===== config.mk =====
export PLATFORM = sky130hd
export DESIGN_NAME = eeprom_seq
export DESIGN_NICKNAME = d
export VERILOG_FILES = /design/src/rtl/eeprom_seq_pkg.sv /design/src/rtl/eeprom_seq_dp.sv /design/src/rtl/eeprom_seq_ctrl.sv /design/src/rtl/eeprom_seq.sv
export SDC_FILE = /design/constraint.sdc
export NUM_CORES = 1
export LEC_CHECK = 0
export CELL_PAD_IN_SITES_DETAIL_PLACEMENT = 0
export CELL_PAD_IN_SITES_GLOBAL_PLACEMENT = 1
export CORE_ASPECT_RATIO = 0.9
export CORE_UTILIZATION = 54
export CTS_BUF_LIST = sky130_fd_sc_hd__clkbuf_8
export CTS_CLUSTER_DIAMETER = 30
export DETAILED_ROUTE_END_ITERATION = 12
export DONT_BUFFER_PORTS = 1
export GPL_ROUTABILITY_DRIVEN = 0
export PLACE_DENSITY_LB_ADDON = 0.1
export SYNTH_ARGS = -nofsm -noshare
export SYNTH_HDL_FRONTEND = slang
export SYNTH_SLANG_ARGS = --single-unit

===== constraint.sdc =====
create_clock -name clk -period 5.1 [get_ports clk]
set_input_delay 0.51 -clock clk [delete_from_list [all_inputs] [get_ports clk]]
set_output_delay 0.51 -clock clk [all_outputs]
set_load 0.02 [all_outputs]

===== src/rtl/eeprom_seq_pkg.sv =====
package eeprom_seq_pkg;

  localparam logic [7:0] OP_WREN  = 8'h06;
  localparam logic [7:0] OP_RDSR  = 8'h05;
  localparam logic [7:0] OP_READ  = 8'h03;
  localparam logic [7:0] OP_WRITE = 8'h02;
  localparam logic [7:0] FILLER   = 8'h00;

  typedef enum logic [2:0] {
    TX_WREN, TX_RDSR, TX_READ, TX_WRITE,
    TX_ADDR_HI, TX_ADDR_LO, TX_DATA, TX_DUMMY
  } txSel_e;

  // strobes from control to datapath
  typedef struct packed {
    logic   loadReq;
    logic   nextChunk;
    logic   incIdx;
    logic   clrPoll;
    logic   capStat;
    logic   loadGap;
    logic   decGap;
    logic   bufWr;
    txSel_e txSel;
  } dpCtl_t;

  // conditions from datapath to control
  typedef struct packed {
    logic reqZero;
    logic isWrite;
    logic lastData;
    logic lastChunk;
    logic pollMax;
    logic gapZero;
    logic devBusy;
  } dpSts_t;

endpackage


===== src/rtl/eeprom_seq_dp.sv =====
module eeprom_seq_dp
  import eeprom_seq_pkg::*;
#(
  parameter int LEN_W     = 16,
  parameter int CHUNK     = 16,
  parameter int MAX_POLLS = 1000,
  parameter int POLL_GAP  = 1000
) (
  input  logic             clk,
  input  logic             rstN,
  input  dpCtl_t           ctl,
  input  logic [15:0]      reqAddr,
  input  logic [LEN_W-1:0] reqLen,
  input  logic             reqWrite,
  input  logic             statIn,
  input  logic [7:0]       bufRdData,
  output logic [7:0]       txByte,
  output logic [LEN_W-1:0] bufIdx,
  output dpSts_t           sts
);

  localparam int CHUNK_W = $clog2(CHUNK + 1);
  localparam int POLL_W  = $clog2(MAX_POLLS + 1);
  localparam int GAP_W   = $clog2(POLL_GAP + 1);

  logic [15:0]        curAddr;
  logic [LEN_W-1:0]   remain;
  logic [LEN_W-1:0]   base;
  logic [CHUNK_W-1:0] byteIdx;
  logic [CHUNK_W-1:0] chunkLen;
  logic [POLL_W-1:0]  pollCnt;
  logic [GAP_W-1:0]   gapCnt;
  logic               statBit;
  logic               isWrite;

  always_comb begin
    if (remain > LEN_W'(CHUNK)) chunkLen = CHUNK_W'(CHUNK);
    else                        chunkLen = remain[CHUNK_W-1:0];
  end

  always_ff @(posedge clk or negedge rstN) begin
    if (!rstN) begin
      curAddr <= '0;
      remain  <= '0;
      base    <= '0;
      byteIdx <= '0;
      isWrite <= 1'b0;
    end else if (ctl.loadReq) begin
      curAddr <= reqAddr;
      remain  <= reqLen;
      base    <= '0;
      byteIdx <= '0;
      isWrite <= reqWrite;
    end else if (ctl.nextChunk) begin
      curAddr <= curAddr + 16'(chunkLen);
      remain  <= remain - LEN_W'(chunkLen);
      base    <= base + LEN_W'(chunkLen);
      byteIdx <= '0;
    end else if (ctl.incIdx) begin
      byteIdx <= byteIdx + CHUNK_W'(1);
    end
  end

  always_ff @(posedge clk or negedge rstN) begin
    if (!rstN) begin
      pollCnt <= '0;
      statBit <= 1'b0;
    end else if (ctl.clrPoll) begin
      pollCnt <= '0;
    end else if (ctl.capStat) begin
      pollCnt <= pollCnt + POLL_W'(1);
      statBit <= statIn;
    end
  end

  always_ff @(posedge clk or negedge rstN) begin
    if (!rstN)            gapCnt <= '0;
    else if (ctl.loadGap) gapCnt <= GAP_W'(POLL_GAP);
    else if (ctl.decGap)  gapCnt <= gapCnt - GAP_W'(1);
  end

  always_comb begin
    unique case (ctl.txSel)
      TX_WREN:    txByte = OP_WREN;
      TX_RDSR:    txByte = OP_RDSR;
      TX_READ:    txByte = OP_READ;
      TX_WRITE:   txByte = OP_WRITE;
      TX_ADDR_HI: txByte = curAddr[15:8];
      TX_ADDR_LO: txByte = curAddr[7:0];
      TX_DATA:    txByte = bufRdData;
      default:    txByte = FILLER;
    endcase
  end

  assign bufIdx        = base + LEN_W'(byteIdx);
  assign sts.reqZero   = (reqLen == '0);
  assign sts.isWrite   = isWrite;
  assign sts.lastData  = (byteIdx == chunkLen - CHUNK_W'(1));
  assign sts.lastChunk = (remain <= LEN_W'(CHUNK));
  assign sts.pollMax   = (pollCnt == POLL_W'(MAX_POLLS));
  assign sts.gapZero   = (gapCnt == '0);
  assign sts.devBusy   = statBit;

  AST_IDX_IN_CHUNK: assert property (@(posedge clk) disable iff (!rstN)
    byteIdx <= chunkLen);
  AST_POLL_BOUND: assert property (@(posedge clk) disable iff (!rstN)
    pollCnt <= POLL_W'(MAX_POLLS));
  AST_STORE_ON_READ: assert property (@(posedge clk) disable iff (!rstN)
    ctl.bufWr |-> !isWrite);

endmodule


===== src/rtl/eeprom_seq_ctrl.sv =====
module eeprom_seq_ctrl
  import eeprom_seq_pkg::*;
(
  input  logic   clk,
  input  logic   rstN,
  input  logic   reqStart,
  input  logic   spiAck,
  input  dpSts_t sts,
  output dpCtl_t ctl,
  output logic   spiReq,
  output logic   spiCs,
  output logic   busy,
  output logic   done,
  output logic   timeout
);

  typedef enum logic [4:0] {
    S_IDLE, S_SETUP, S_WREN, S_WGAP, S_WR_OP, S_WR_AH, S_WR_AL, S_WR_DATA,
    S_PGAP, S_ST_OP, S_ST_DUM, S_ST_CHK, S_WAIT,
    S_RD_OP, S_RD_AH, S_RD_AL, S_RD_DATA, S_NEXT, S_DONE
  } state_e;

  state_e st, nxt;
  logic   timeoutQ;

  always_comb begin
    nxt       = st;
    ctl       = '0;
    ctl.txSel = TX_DUMMY;
    spiReq    = 1'b0;
    spiCs     = 1'b0;
    unique case (st)
      S_IDLE: if (reqStart) begin
        ctl.loadReq = 1'b1;
        nxt = sts.reqZero ? S_DONE : S_SETUP;
      end
      S_SETUP: nxt = sts.isWrite ? S_WREN : S_RD_OP;
      S_WREN: begin
        spiCs = 1'b1; spiReq = 1'b1; ctl.txSel = TX_WREN;
        if (spiAck) nxt = S_WGAP;
      end
      S_WGAP: nxt = S_WR_OP;
      S_WR_OP: begin
        spiCs = 1'b1; spiReq = 1'b1; ctl.txSel = TX_WRITE;
        if (spiAck) nxt = S_WR_AH;
      end
      S_WR_AH: begin
        spiCs = 1'b1; spiReq = 1'b1; ctl.txSel = TX_ADDR_HI;
        if (spiAck) nxt = S_WR_AL;
      end
      S_WR_AL: begin
        spiCs = 1'b1; spiReq = 1'b1; ctl.txSel = TX_ADDR_LO;
        if (spiAck) nxt = S_WR_DATA;
      end
      S_WR_DATA: begin
        spiCs = 1'b1; spiReq = 1'b1; ctl.txSel = TX_DATA;
        if (spiAck) begin
          ctl.incIdx = 1'b1;
          if (sts.lastData) begin
            ctl.clrPoll = 1'b1;
            nxt = S_PGAP;
          end
        end
      end
      S_PGAP: nxt = S_ST_OP;
      S_ST_OP: begin
        spiCs = 1'b1; spiReq = 1'b1; ctl.txSel = TX_RDSR;
        if (spiAck) nxt = S_ST_DUM;
      end
      S_ST_DUM: begin
        spiCs = 1'b1; spiReq = 1'b1; ctl.txSel = TX_DUMMY;
        if (spiAck) begin
          ctl.capStat = 1'b1;
          nxt = S_ST_CHK;
        end
      end
      S_ST_CHK: begin
        if (!sts.devBusy)    nxt = S_NEXT;
        else if (sts.pollMax) nxt = S_DONE;
        else begin
          ctl.loadGap = 1'b1;
          nxt = S_WAIT;
        end
      end
      S_WAIT: begin
        if (sts.gapZero) nxt = S_ST_OP;
        else             ctl.decGap = 1'b1;
      end
      S_RD_OP: begin
        spiCs = 1'b1; spiReq = 1'b1; ctl.txSel = TX_READ;
        if (spiAck) nxt = S_RD_AH;
      end
      S_RD_AH: begin
        spiCs = 1'b1; spiReq = 1'b1; ctl.txSel = TX_ADDR_HI;
        if (spiAck) nxt = S_RD_AL;
      end
      S_RD_AL: begin
        spiCs = 1'b1; spiReq = 1'b1; ctl.txSel = TX_ADDR_LO;
        if (spiAck) nxt = S_RD_DATA;
      end
      S_RD_DATA: begin
        spiCs = 1'b1; spiReq = 1'b1; ctl.txSel = TX_DUMMY;
        if (spiAck) begin
          ctl.bufWr  = 1'b1;
          ctl.incIdx = 1'b1;
          if (sts.lastData) nxt = S_NEXT;
        end
      end
      S_NEXT: begin
        ctl.nextChunk = 1'b1;
        nxt = sts.lastChunk ? S_DONE : S_SETUP;
      end
      S_DONE:  nxt = S_IDLE;
      default: nxt = S_IDLE;
    endcase
  end

  always_ff @(posedge clk or negedge rstN) begin
    if (!rstN) st <= S_IDLE;
    else       st <= nxt;
  end

  always_ff @(posedge clk or negedge rstN) begin
    if (!rstN)                                           timeoutQ <= 1'b0;
    else if (ctl.loadReq)                                timeoutQ <= 1'b0;
    else if (st == S_ST_CHK && sts.devBusy && sts.pollMax) timeoutQ <= 1'b1;
  end

  assign busy    = (st != S_IDLE);
  assign done    = (st == S_DONE);
  assign timeout = timeoutQ;

  AST_DONE_SINGLE: assert property (@(posedge clk) disable iff (!rstN)
    done |=> !done && !busy);
  AST_TMO_HOLD: assert property (@(posedge clk) disable iff (!rstN)
    (st == S_IDLE && !reqStart) |=> $stable(timeoutQ));
  AST_GAP_BEFORE_POLL: assert property (@(posedge clk) disable iff (!rstN)
    (st == S_WAIT && !sts.gapZero) |=> !spiCs);

endmodule


===== src/rtl/eeprom_seq.sv =====
module eeprom_seq
  import eeprom_seq_pkg::*;
#(
  parameter int LEN_W     = 16,
  parameter int CHUNK     = 16,
  parameter int MAX_POLLS = 1000,
  parameter int POLL_GAP  = 1000
) (
  input  logic             clk,
  input  logic             rstN,
  input  logic             reqStart,
  input  logic             reqWrite,
  input  logic [15:0]      reqAddr,
  input  logic [LEN_W-1:0] reqLen,
  output logic             busy,
  output logic             done,
  output logic             timeout,
  output logic             spiCs,
  output logic             spiReq,
  output logic [7:0]       spiTx,
  input  logic             spiAck,
  input  logic [7:0]       spiRx,
  output logic [LEN_W-1:0] bufIdx,
  input  logic [7:0]       bufRdData,
  output logic             bufWrEn,
  output logic [7:0]       bufWrData
);

  dpCtl_t ctl;
  dpSts_t sts;

  eeprom_seq_ctrl u_ctrl (
    .clk     (clk),
    .rstN    (rstN),
    .reqStart(reqStart),
    .spiAck  (spiAck),
    .sts     (sts),
    .ctl     (ctl),
    .spiReq  (spiReq),
    .spiCs   (spiCs),
    .busy    (busy),
    .done    (done),
    .timeout (timeout)
  );

  eeprom_seq_dp #(
    .LEN_W    (LEN_W),
    .CHUNK    (CHUNK),
    .MAX_POLLS(MAX_POLLS),
    .POLL_GAP (POLL_GAP)
  ) u_dp (
    .clk      (clk),
    .rstN     (rstN),
    .ctl      (ctl),
    .reqAddr  (reqAddr),
    .reqLen   (reqLen),
    .reqWrite (reqWrite),
    .statIn   (spiRx[0]),
    .bufRdData(bufRdData),
    .txByte   (spiTx),
    .bufIdx   (bufIdx),
    .sts      (sts)
  );

  assign bufWrEn   = ctl.bufWr;
  assign bufWrData = spiRx;

  AST_REQ_IN_FRAME: assert property (@(posedge clk) disable iff (!rstN)
    spiReq |-> spiCs);
  AST_REQ_HOLD: assert property (@(posedge clk) disable iff (!rstN)
    (spiReq && !spiAck) |=> spiReq && $stable(spiTx));

endmodule


## Word level (Yosys, flattened, before mapping)

Index checks and enable logic that the tools add are counted.

- Register bits after elaboration: 81
- Logic and storage cells: 134

- Bitwise operators: 1
- Add/subtract/negate cells: 8
- Eq/ne operators: 41
- Order comparisons: 2
- Muxes and demuxes: 55
- Reductions and logical operators: 17

Operators by type and width:

| cell | number |
|---|---|
| 2-to-1 mux 5 bit | 23 |
| 2-to-1 mux 16 bit | 6 |
| case mux 5 bit (18 select lines) | 1 |
| case mux 8 bit (7 select lines) | 1 |
| adder 16 x 5 -> 16 bit | 3 |
| equality test 5 x 4 -> 1 bit, second input constant | 8 |
| 2-to-1 mux 10 bit | 4 |
| inequality test 2 bit, second input constant | 15 |
| case mux 3 bit (7 select lines) | 1 |
| equality test 5 x 3 -> 1 bit, second input constant | 4 |
| > comparator 16 x 5 -> 1 bit, second input constant | 1 |
| less-or-equal comparator 16 x 5 -> 1 bit, second input constant | 1 |
| logical NOT 16 bit | 1 |
| 2-to-1 mux 1 bit | 16 |
| subtractor 16 x 5 -> 16 bit | 1 |
| equality test 5 bit, second input constant | 3 |
| AND reduction 15 bit | 1 |
| OR reduction 11 bit | 1 |
| adder 10 x 1 -> 10 bit, second input constant | 1 |
| equality test 10 bit, second input constant | 1 |
| equality test 5 x 2 -> 1 bit, second input constant | 2 |
| logical NOT 10 bit | 1 |
| subtractor 10 x 1 -> 10 bit, second input constant | 1 |
| equality test 3 bit, second input constant | 3 |
| 18 further kinds | 24 |

## Depth between registers and ports, before layout

Gate-level depths: netlist of the first run.

- Depth in word-level cells: 10
- Gate-level depth with buffers: 15
- Mapped depth without buffers: 15

## Modules after synthesis

Synthesis of the first run repeated with hierarchy kept, for this count alone.

- Cell total of the unflattened synthesis: 731
- Area, all modules: 6,155.9 um^2

By module, submodules not included:

| module | instances | area each (um^2) | seq. area each (um^2) | cells an instance |
|---|---|---|---|---|
| eeprom_seq_dp | 1 | 5,300.1 | 1,876.8 | 612 |
| eeprom_seq_ctrl | 1 | 795.8 | 150.1 | 111 |
| eeprom_seq | 1 | 60.1 | 0.0 | 8 |

## Worst setup path before layout of the first run

OpenSTA, ideal clock, no wires.

- Path kind: register -> register
- Start: register u_dp.remain[2]
- End: register u_ctrl.st[2]
- Cell stages (with the launch flop): 13
- Slack: 1.790 ns
- Path buffers: 1
- Arrival time: 3.185 ns
- Library setup time: 0.125 ns
- Cell sequence: dfrtp_1 > clkbuf_1 > or2_2 > o31ai_1 > nand3_1 > ha_1 > xor2_1 > nor4b_1 > a31oi_1 > a221oi_1 > o211ai_2 > a221oi_4 > mux2_2

- Longest elaborated chain between the ends: 6
- Elaborated cells between the ends (all ways): 7
- Those cells by class: add/sub: 1; order compare: 1; eq/ne: 3; mux: 1; reduce/logical: 1

Ends and longest elaborated chain:

| item | RTL line | text |
|---|---|---|
| start: declaration | eeprom_seq_dp.sv:27 | `logic [LEN_W-1:0] remain;` |
| start signal: assignment | eeprom_seq_dp.sv:50 | `remain <= reqLen;` |
| start signal: assignment | eeprom_seq_dp.sv:56 | `remain <= remain - LEN_W'(chunkLen);` |
| > comparator 16 x 5 -> 1 bit | eeprom_seq_dp.sv:37 | `if (remain > LEN_W'(CHUNK)) chunkLen = CHUNK_W'(CHUNK);` |
| 2-to-1 mux 5 bit (*) | eeprom_seq_dp.sv:37 |  |
| subtractor 5 x 1 -> 5 bit (*) | eeprom_seq_dp.sv:98 | `assign sts.lastData = (byteIdx == chunkLen - CHUNK_W'(1));` |
| equality test 5 bit (*) | eeprom_seq_dp.sv:98 |  |
| inequality test 2 bit (no line) | - |  |
| AND reduction 15 bit (no line) (*) | - |  |
| end signal: assignment | eeprom_seq_ctrl.sv:120 | `else st <= nxt;` |
| end: declaration | eeprom_seq_ctrl.sv:23 | `state_e st, nxt;` |

Mark *: on every way between the ends. The rest lies on a longest branch, timed or not.
A chain may end at the register's enable or synchronous reset.

## Worst setup path in the final report of the first run

- Start: register u_dp.remain[6]
- End: register u_ctrl.st[2]

- Longest elaborated chain between the ends: 6
- Elaborated cells between the ends (all ways): 7
- Those cells by class: add/sub: 1; order compare: 1; eq/ne: 3; mux: 1; reduce/logical: 1

Ends and longest elaborated chain:

| item | RTL line |
|---|---|
| > comparator 16 x 5 -> 1 bit (*) | eeprom_seq_dp.sv:37 |
| 2-to-1 mux 5 bit (*) | eeprom_seq_dp.sv:37 |
| subtractor 5 x 1 -> 5 bit (*) | eeprom_seq_dp.sv:98 |
| equality test 5 bit (*) | eeprom_seq_dp.sv:98 |
| inequality test 2 bit (no line) | - |
| AND reduction 15 bit (no line) (*) | - |

Marks and branches as above.

==> run metrics, run 1 <==
final hold violation count=0; Ys Warns=0; reported max-cap violation count=0; final wirelength=14.3 mm; CTS tree=built; Slew Limit Fails=0; Seq. cell area=0.00203 sq mm; Worst-Margin Slew=0.734 ns; CP Launch Type=register; crit path cell chain=nor4_4 -> nand2_2 -> nor3b_4 -> nand2_1 -> ha_1 -> xor2_1 -> nor4b_1 -> a31oi_1 -> a221oi_1 -> o211ai_2 -> a221oi_4 -> mux2_2; Die H=98.1 um; CP endpoint kind=register; drt via density=6.32; # setup viols final=0; Top-Level Pins=91; Via Count=4703; Root Driver=clkbuf_8; type of the tightest min-delay check=input port to asynchronous set/reset pin; core area=0.00983 sq mm; first-pass GRT wire length=23.9 mm; antenna cells=0; Yosys top cell by area=dfrtp_1; Clock Tree Buf Depth=2; Clock Sinks=81; clk_lat worst skew=0.36 ns; sequential cell area fraction in the yosys report=36.6%; worst endpoint data arrival time=3.96 ns; crit path kind=register to register; Peak Freq=269 MHz; GRT overflow=0; clock slew at reported path FFs=0.08 ns; Mapped Area=0.00554 sq mm; synthesized area per cell=8.73 sq um; initial DRC count=381; Synth Flop Type=dfrtp_1; Design Area, Final=0.00583 sq mm; min cycle time layout=3.72 ns; XOR/XNOR Fraction of Synth Area=10.1%; initial antenna violation count=0; most frequent cells in the layout=dfrtp_1 (81), nor2_1 (72), nand2_1 (69); mux cell area share after synthesis=1.92%; relative slew slack=50.4%; async set or reset register ratio after synthesis=100%; layout cell share with drive strength beyond 1=7.61%; Layout Skew=0.0109 ns; Post-Syn Instances=634; Synthesized Nets=711; DR WL/cell=19.2 um; die area=0.0107 sq mm; clock share of power=18.0%; max incr delay on CP=0.46 ns; setup repair after global routing missed its margin=false; number of flops mapped to enable cells by yosys=0; Num CTS Buffers=9; setup TNS=0 ns; Post-CTS Setup Inserts=0; Layout area overhead=5.31%; final worst-path cycle share=72.9%; crit path max fanout=6; Post-CTS Hold Fix Bufs=1; Max IR drop VDD=327 uV; area of the multi-input gates=0.00322 sq mm; post-cts resize count=0; die width=109 um; Post-DRT Antenna Nets=0; power share of the combinational group=42.3%; leading cell type in the layout, fill and taps excluded=dfrtp_1; Core Rows=34; fin util=59.3%; Post-Synth Simple-Gate Area=22.4%; Crit Reg-Reg Startpoint=u_dp.remain[6]; Synth Register Bits=81; delay-heaviest family, CP=simple AND/OR/NAND/NOR gates; CP startpoint=u_dp.remain[6]; Initial Util=56.3%; P_int=1750 uW; Overall Global Routing Usage=29.1%; Sw Ratio=45.2%; vias in the first global route=4722; Adder-Cell Fraction of Synth Area=5.83%; ranking of synthesized cells by area=dfrtp_1 (37%), xnor2_1 (5.5%), nor2_1 (4.9%), ha_1 (4.7%), nand2_1 (4.7%); CP Buf/Inv Count=0; Leakage=0.00248 uW; largest net degree at the start of global routing=82; sequential group share of total power=39.7%; slowest CP cell=dfrtp_1; hpwl dp=10.2 mm; largest family of logic cells by synthesized area=simple AND/OR/NAND/NOR gates; PwrDens=546 mW/mm^2; Net Switching=1440 uW; Synth Area in Compound Gates=17.7%; share of Yosys cell area claimed by the top area cell type=36.6%; Layout fillers=859; WP data required=5.35 ns; IO buf count=0; TritonRoute pass-1 iters=5; Synth cell types=67; status=complete, no violations; NumNets Final=690; DRC viols=0; H-tree Lvls=3; Placed Area=0.00556 sq mm
## power groups by stage
stage	combinational, uW	clock, uW	sequential (uW)
final	1350	573	1260
after global routing	1500	607	1310
after CTS	1340	587	1250
after detailed placement	1310	0	1260
after global placement	1280	0	1250
after floorplan	1190	0	1080
## synth_stat cells, types with 5 or more instances
cell	instances
a222oi_1	5
clkbuf_1	27
nand3_1	11
o21bai_1	6
or2_2	6
or3_1	5
o311ai_0	6
ha_1	21
a21oi_1	21
nand4_1	15
o21ai_0	37
o211ai_1	6
a21o_1	5
inv_1	30
buf_4	9
nor4_1	13
xnor2_1	35
o31ai_1	5
nor3_1	16
a221o_1	9
a22o_1	5
dfrtp_1	81
mux2_2	5
xor2_1	27
a22oi_1	12
nor2_1	72
nand2_1	69
mux2i_1	5
## path summary, 6_finish.rpt
kind	slack, ns	endpoint	cells past startpoint
min reg2reg	0.52	u_dp.gapCnt[3]	2
max	1.38	u_ctrl.st[2]	12
max reg2reg	1.38	u_ctrl.st[2]	12
max in group asynchronous	4.72	u_dp.pollCnt[4]	1
min in group clk	0.26	u_dp.isWrite	2
min	0.04	u_dp.remain[7]	1
## metal layers
metal	track usage (%)	vias up	routed length, um
met4	11.1	0	374
met1	40.6	2295	6620
met2	43.5	174	6230
met3	7.34	28	1090
met5	0	-	0
li1	-	2206	-
## per-stage QoR
| step | power, uW | setup WS [ns] | instances | hold slack [ns] |
|---|---|---|---|---|
| 3_5_place_dp | 2570 | 1.41 | 727 | 0.216 |
| 6_report | 3180 | 1.38 | 744 | 0.0359 |
| 4_1_cts | 3180 | 1.39 | 744 | 0.0561 |
| 2_1_floorplan | 2270 | 1.79 | 634 | 0.214 |
| 3_3_place_gp | 2530 | 1.51 | 727 | 0.216 |
| 5_1_grt | 3420 | 1.12 | 744 | 0.0580 |
## final cells by class
cell class	count	share of cell area, %
multi-input cells	484	55.2
flip-flops and latches	81	34.8
well taps	126	2.70
clock buffers	9	2.12
clock inverters	7	2.04
inverters	31	2.00
repair buffers	6	1.12
## registers in the layout, summed over array words and instances (netlist names), 5 cells and up
signal        flops
u_ctrl.st         5
u_dp.base        16
u_dp.byteIdx      5
u_dp.curAddr     16
u_dp.gapCnt      10
u_dp.pollCnt     10
u_dp.remain      16
## kinds of logic after synthesis
logic type	after synthesis
compound gates	139
xor+xnor	63
fa+ha+maj	24
buf+inv	69
flops	81
mux	10
other cells	1
simple gates	247
(Power assumes the default switching activity.)
==> run 2, diff against run 1 <==
Settings changed: CORE_UTILIZATION 54 to 50.
Clock period 5.1 ns to 3.8 ns, I/O delays scaled along.
==> run 2 against run 1 <==
  * Final area is 0.94% higher
  * Register-to-register slack lost 1.2 ns
  * Sequential share of layout area shrank 0.33 points
  * Die area up 7.8%
  * Largest power group unchanged
  * Utilization down 4.9 points
==> run metrics, run 2 (synthesis gave the netlist of run 1 again) <==
status=complete, no violations; PwrDens=720 mW/mm^2; clock slew at reported path FFs=0.08 ns; NumNets Final=699; GRT overflow=0; Top-Level Pins=91; Peak Freq=278 MHz; TritonRoute pass-1 iters=6; min cycle time layout=3.59 ns; clk_lat worst skew=0.38 ns; relative slew slack=52.4%; leading cell type in the layout, fill and taps excluded=dfrtp_1; type of the tightest min-delay check=input port to register; initial DRC count=348; crit path kind=register to register; H-tree Lvls=3; Layout Skew=0.0130 ns; RR Endpoint=u_ctrl.st[3]; Overall Global Routing Usage=27.5%; WP data required=4.05 ns; WHS=0.128 ns; first-pass GRT wire length=24.1 mm; Worst-Margin Slew=0.705 ns; layout cell share with drive strength beyond 1=8.77%; drt via density=6.20; Num CTS Buffers=9; Layout area overhead=6.31%; WHS Endpoint=u_dp.remain[7]; Die H=102 um; crit path max fanout=5; final hold violation count=0; Leakage=0.00252 uW; hpwl dp=10.7 mm; Slew Limit Fails=0; Core Rows=36; core area=0.0108 sq mm; reg2reg setup slack=0.21 ns; worst endpoint data arrival time=3.84 ns; die area=0.0115 sq mm; Seq. cell area=0.00203 sq mm; initial antenna violation count=2; # setup viols final=0; Via Count=4714; CP endpoint kind=register; die width=113 um; Initial Util=51.2%; DRC viols=0; CTS tree=built; most frequent cells in the layout=dfrtp_1 (81), nor2_1 (72), nand2_1 (69); DR WL/cell=19.5 um; Max IR drop VDD=259 uV; final wirelength=14.8 mm; Regs by FF count=u_dp.base (16), u_dp.curAddr (16), u_dp.remain (16); IO buf count=0; Post-DRT Antenna Nets=0; Hold Startpoint=reqLen[7]; reported max-cap violation count=0; setup TNS=0 ns; Clock Tree Buf Depth=2; cells on worst reg2reg path=11; largest net degree at the start of global routing=82; Layout fillers=985; CP Launch Type=register; Clock Sinks=81; area of the multi-input gates=0.00322 sq mm; final worst-path cycle share=94.5%; Crit Reg-Reg Startpoint=u_dp.remain[15]; Pwr Total=4230 uW; Root Driver=clkbuf_8; hold depth=2; antenna cells=0; vias in the first global route=4636
==> run 2: cell types whose count changed in the layout (fill, tap and decap cells not counted), sizes merged <==
| cell | delta |
|---|---|
| buf | +8 |
| clkinv | +2 |
| bufinv | -1 |
| clkinvlp | -1 |
| dlygate4sd3 | +1 |
==> run 2: metrics by stage <==
step,setup slack [ns],std cells,utilization (%),instance area (sq um)
floorplan,0.490,634,-,5540
global placement,0.295,740,51.9,5610
detailed placement,0.167,740,51.9,5610
CTS,0.142,758,54.3,5870
global route,-0.00813,760,54.4,5880
finish,0.208,760,54.4,5880
==> run 2: cell type report <==
class	count	share of cell area, %
inverter	31	1.98
tap	133	2.83
timing repair buffer	15	2.30
sequential	81	34.4
multi-input combinational	484	54.7
clock inverter	7	1.62
clock buffer	9	2.11
==> run 2: worst max-delay path, stage by stage (launching register included) <==
cell      delay [ns]
dfrtp_1         0.41
nor4_2          0.45
and4b_1         0.31
nand3_1         0.14
ha_1            0.29
xor2_1          0.22
nor4b_1         0.29
a31oi_1         0.07
a221oi_1        0.30
o211ai_2        0.21
a221oi_4        0.40
mux2_2          0.38
==> run 2: report_power, final <==
part | total [uW] | leakage, uW | switching [uW] | internal, uW
clock network | 703 | 0.000109 | 334 | 370
registers | 1620 | 0.00105 | 449 | 1180
logic | 1910 | 0.00137 | 1140 | 765
total | 4230 | 0.00252 | 1920 | 2310
==> run 2: repair_timing <==
action	4_1_cts	5_1_grt
buffers inserted	0	2
hold buffers	2	0
gates resized for setup	0	0
endpoints found under the hold margin	81	0
setup endpoints to repair	0	3
==> run 2: how the worst max path moves through the flow <==
stage	startpoint	end	slack, ns	cells past startpoint
6_report	u_dp.remain[15]	u_ctrl.st[3]	0.21	11
2_1_floorplan	u_dp.remain[2]	u_ctrl.st[2]	0.49	12
5_1_grt	u_dp.remain[6]	u_ctrl.st[2]	-0.008	12
4_1_cts	u_dp.remain[2]	u_ctrl.st[3]	0.14	11
3_5_place_dp	u_dp.remain[2]	u_ctrl.st[3]	0.17	11
3_3_place_gp	u_dp.remain[6]	u_ctrl.st[2]	0.29	11
==> run 2: per-layer routing <==
| metal | vias up | wire length [um] | track usage [%] |
|---|---|---|---|
| met5 | - | 27 | 0 |
| met4 | 4 | 330 | 10.6 |
| met3 | 30 | 913 | 6.52 |
| met2 | 167 | 6700 | 43.2 |
| met1 | 2279 | 6860 | 37.2 |
| li1 | 2234 | - | - |
==> run 3, diff against run 2 <==
Settings changed: CORE_MARGIN set to 4.
Clock period 3.8 ns to 3.47 ns, I/O delays scaled along.
==> run 3 against run 2 <==
  * Final area rose by 1.7%
  * Total power rose by 11%
  * Sequential share of layout area fell by 0.59 points
  * Clock skew rose by 0.0028 ns
  * Critical path depth rose by 1
  * Flip-flop and latch count did not move
  * Combinational power rose by 18%
  * First-iteration DRC count rose by 8.0%
  * Sequential power rose by 6%
  * Critical endpoint unchanged
  * Largest cell class unchanged
==> run metrics, run 3 (synthesis gave the netlist of run 1 again) <==
status=complete, no violations; CP endpoint kind=register; type of the tightest min-delay check=input port to register; largest net degree at the start of global routing=82; Core Rows=36; GRT overflow=0; Num CTS Buffers=9; DR WL/cell=19.2 um; setup TNS=0 ns; Peak Freq=300 MHz; final worst-path cycle share=96.2%; initial DRC count=376; Layout Skew=0.0158 ns; Via Count=4711; final wirelength=14.9 mm; DRC viols=0; Overall Global Routing Usage=23.9%; max incr delay on CP=0.42 ns; Post-DRT Antenna Nets=0; CP Launch Type=register; Layout fillers=985; die width=119 um; Top-Level Pins=91; Leakage=0.00257 uW; Regs by FF count=u_dp.base (16), u_dp.curAddr (16), u_dp.remain (16); dpl ws=-0.0300 ns; crit path cell chain=nor4_4 -> nand2_2 -> nor3b_4 -> nand2_1 -> ha_2 -> xor2_1 -> nor4b_2 -> a31oi_1 -> a221oi_2 -> o211ai_2 -> a221oi_4 -> mux2_2; vias in the first global route=4660; Slew Limit Fails=0; # setup viols final=0; PwrDens=782 mW/mm^2; Clock Tree Buf Depth=2; Root Driver=clkbuf_8; hpwl dp=10.8 mm; PnR worst setup slack=0.133 ns; worst endpoint data arrival time=3.58 ns; slowest CP cell=dfrtp_1; Worst-Margin Slew=1.15 ns; Clock Sinks=81; delay-heaviest family, CP=simple AND/OR/NAND/NOR gates; relative slew slack=22.8%; NumNets Final=713; clock slew at reported path FFs=0.09 ns; CP Buf/Inv Count=0; crit path max fanout=5; CTS tree=built; most frequent cells in the layout=dfrtp_1 (81), nor2_1 (72), nand2_1 (69); first-pass GRT wire length=24.5 mm; clk_lat worst skew=0.36 ns; Placed Area=0.00572 sq mm; IO buf count=0; leading cell type in the layout, fill and taps excluded=dfrtp_1; core area=0.0108 sq mm; crit path kind=register to register; final hold violation count=0; antenna cells=0; Design Area, Final=0.00599 sq mm; Initial Util=51.2%; reported max-cap violation count=0; drt via density=6.09; H-tree Lvls=3; WP data required=3.71 ns; layout cell share with drive strength beyond 1=11.2%; Layout area overhead=8.16%; Die H=108 um; Max IR drop VDD=256 uV; initial antenna violation count=0; die area=0.0128 sq mm; TritonRoute pass-1 iters=6; setup repair after global routing missed its margin=true; min cycle time layout=3.34 ns
==> run 3: report_power, final <==
| part | total (uW) | internal [uW] | switching (uW) |
|---|---|---|---|
| combinational | 2260 | 918 | 1340 |
| sequential | 1720 | 1290 | 430 |
| clock | 706 | 337 | 369 |
| total | 4680 | 2540 | 2140 |
==> run 3: final cells by class <==
class | count | area (sq um) | share of cell area, %
Clock buffer | 9 | 124 | 2.07
Clock inverter | 7 | 77.6 | 1.30
Inverter | 31 | 116 | 1.94
Multi-Input combinational cell | 484 | 3240 | 54.0
Sequential cell | 81 | 2030 | 33.9
Tap cell | 133 | 166 | 2.78
Timing Repair Buffer | 29 | 240 | 4.01
==> run 3: path summary, 6_finish.rpt <==
kind                       slack (ns)  cells after the start              end           start
max                              0.13                     12     u_ctrl.st[3]  u_dp.remain[8]
min                              0.11                      2     u_dp.isWrite        reqWrite
max reg2reg                      0.13                     12     u_ctrl.st[3]  u_dp.remain[8]
min reg2reg                      0.53                      2   u_dp.gapCnt[3]  u_dp.gapCnt[3]
max in group asynchronous        2.55                      2  u_dp.byteIdx[0]            rstN
min in group asynchronous        0.59                      2   u_dp.remain[9]            rstN
==> run 3: through the flow <==
stage | hold WS, ns | std cells | power (uW) | utilization (%)
finish | 0.106 | 774 | 4680 | 55.4
global route | 0.108 | 774 | 5050 | 55.4
CTS | 0.0892 | 772 | 4680 | 55.2
detailed placement | 0.0538 | 754 | 3920 | 52.9
global placement | 0.0542 | 754 | 3860 | 52.9
floorplan | 0.0514 | 634 | 3340 | -
==> run 3: timing repair <==
action / CTS / global route
pin swaps: 3 / 4
hold endpoints to repair: 81 / 0
resized for setup: 1 / 2
setup buffers: 0 / 2
hold buffers: 2 / 0
endpoints found under the setup margin: 5 / 5
gates cloned: 0 / 0
==> run 3: worst reg2reg max path: stages, from the launching register on <==
cell and delay (ns):
dfrtp_1 0.42, nor4_4 0.40, nand2_2 0.13, nor3b_4 0.21
nand2_1 0.11, ha_2 0.23, xor2_1 0.20, nor4b_2 0.24
a31oi_1 0.08, a221oi_2 0.25, o211ai_2 0.19, a221oi_4 0.39
mux2_2 0.38
==> run 3: per-layer routing <==
metal / global-route usage (%) / share of wire [%] / wire (um) / vias up
met1: 34.0 / 47 / 7060 / 2285
met4: 4.71 / 0.93 / 138 / 0
met5: 0 / 0 / 0 / -
met2: 37.9 / 45 / 6750 / 154
met3: 5.20 / 6.2 / 916 / 15
li1: - / - / - / 2257
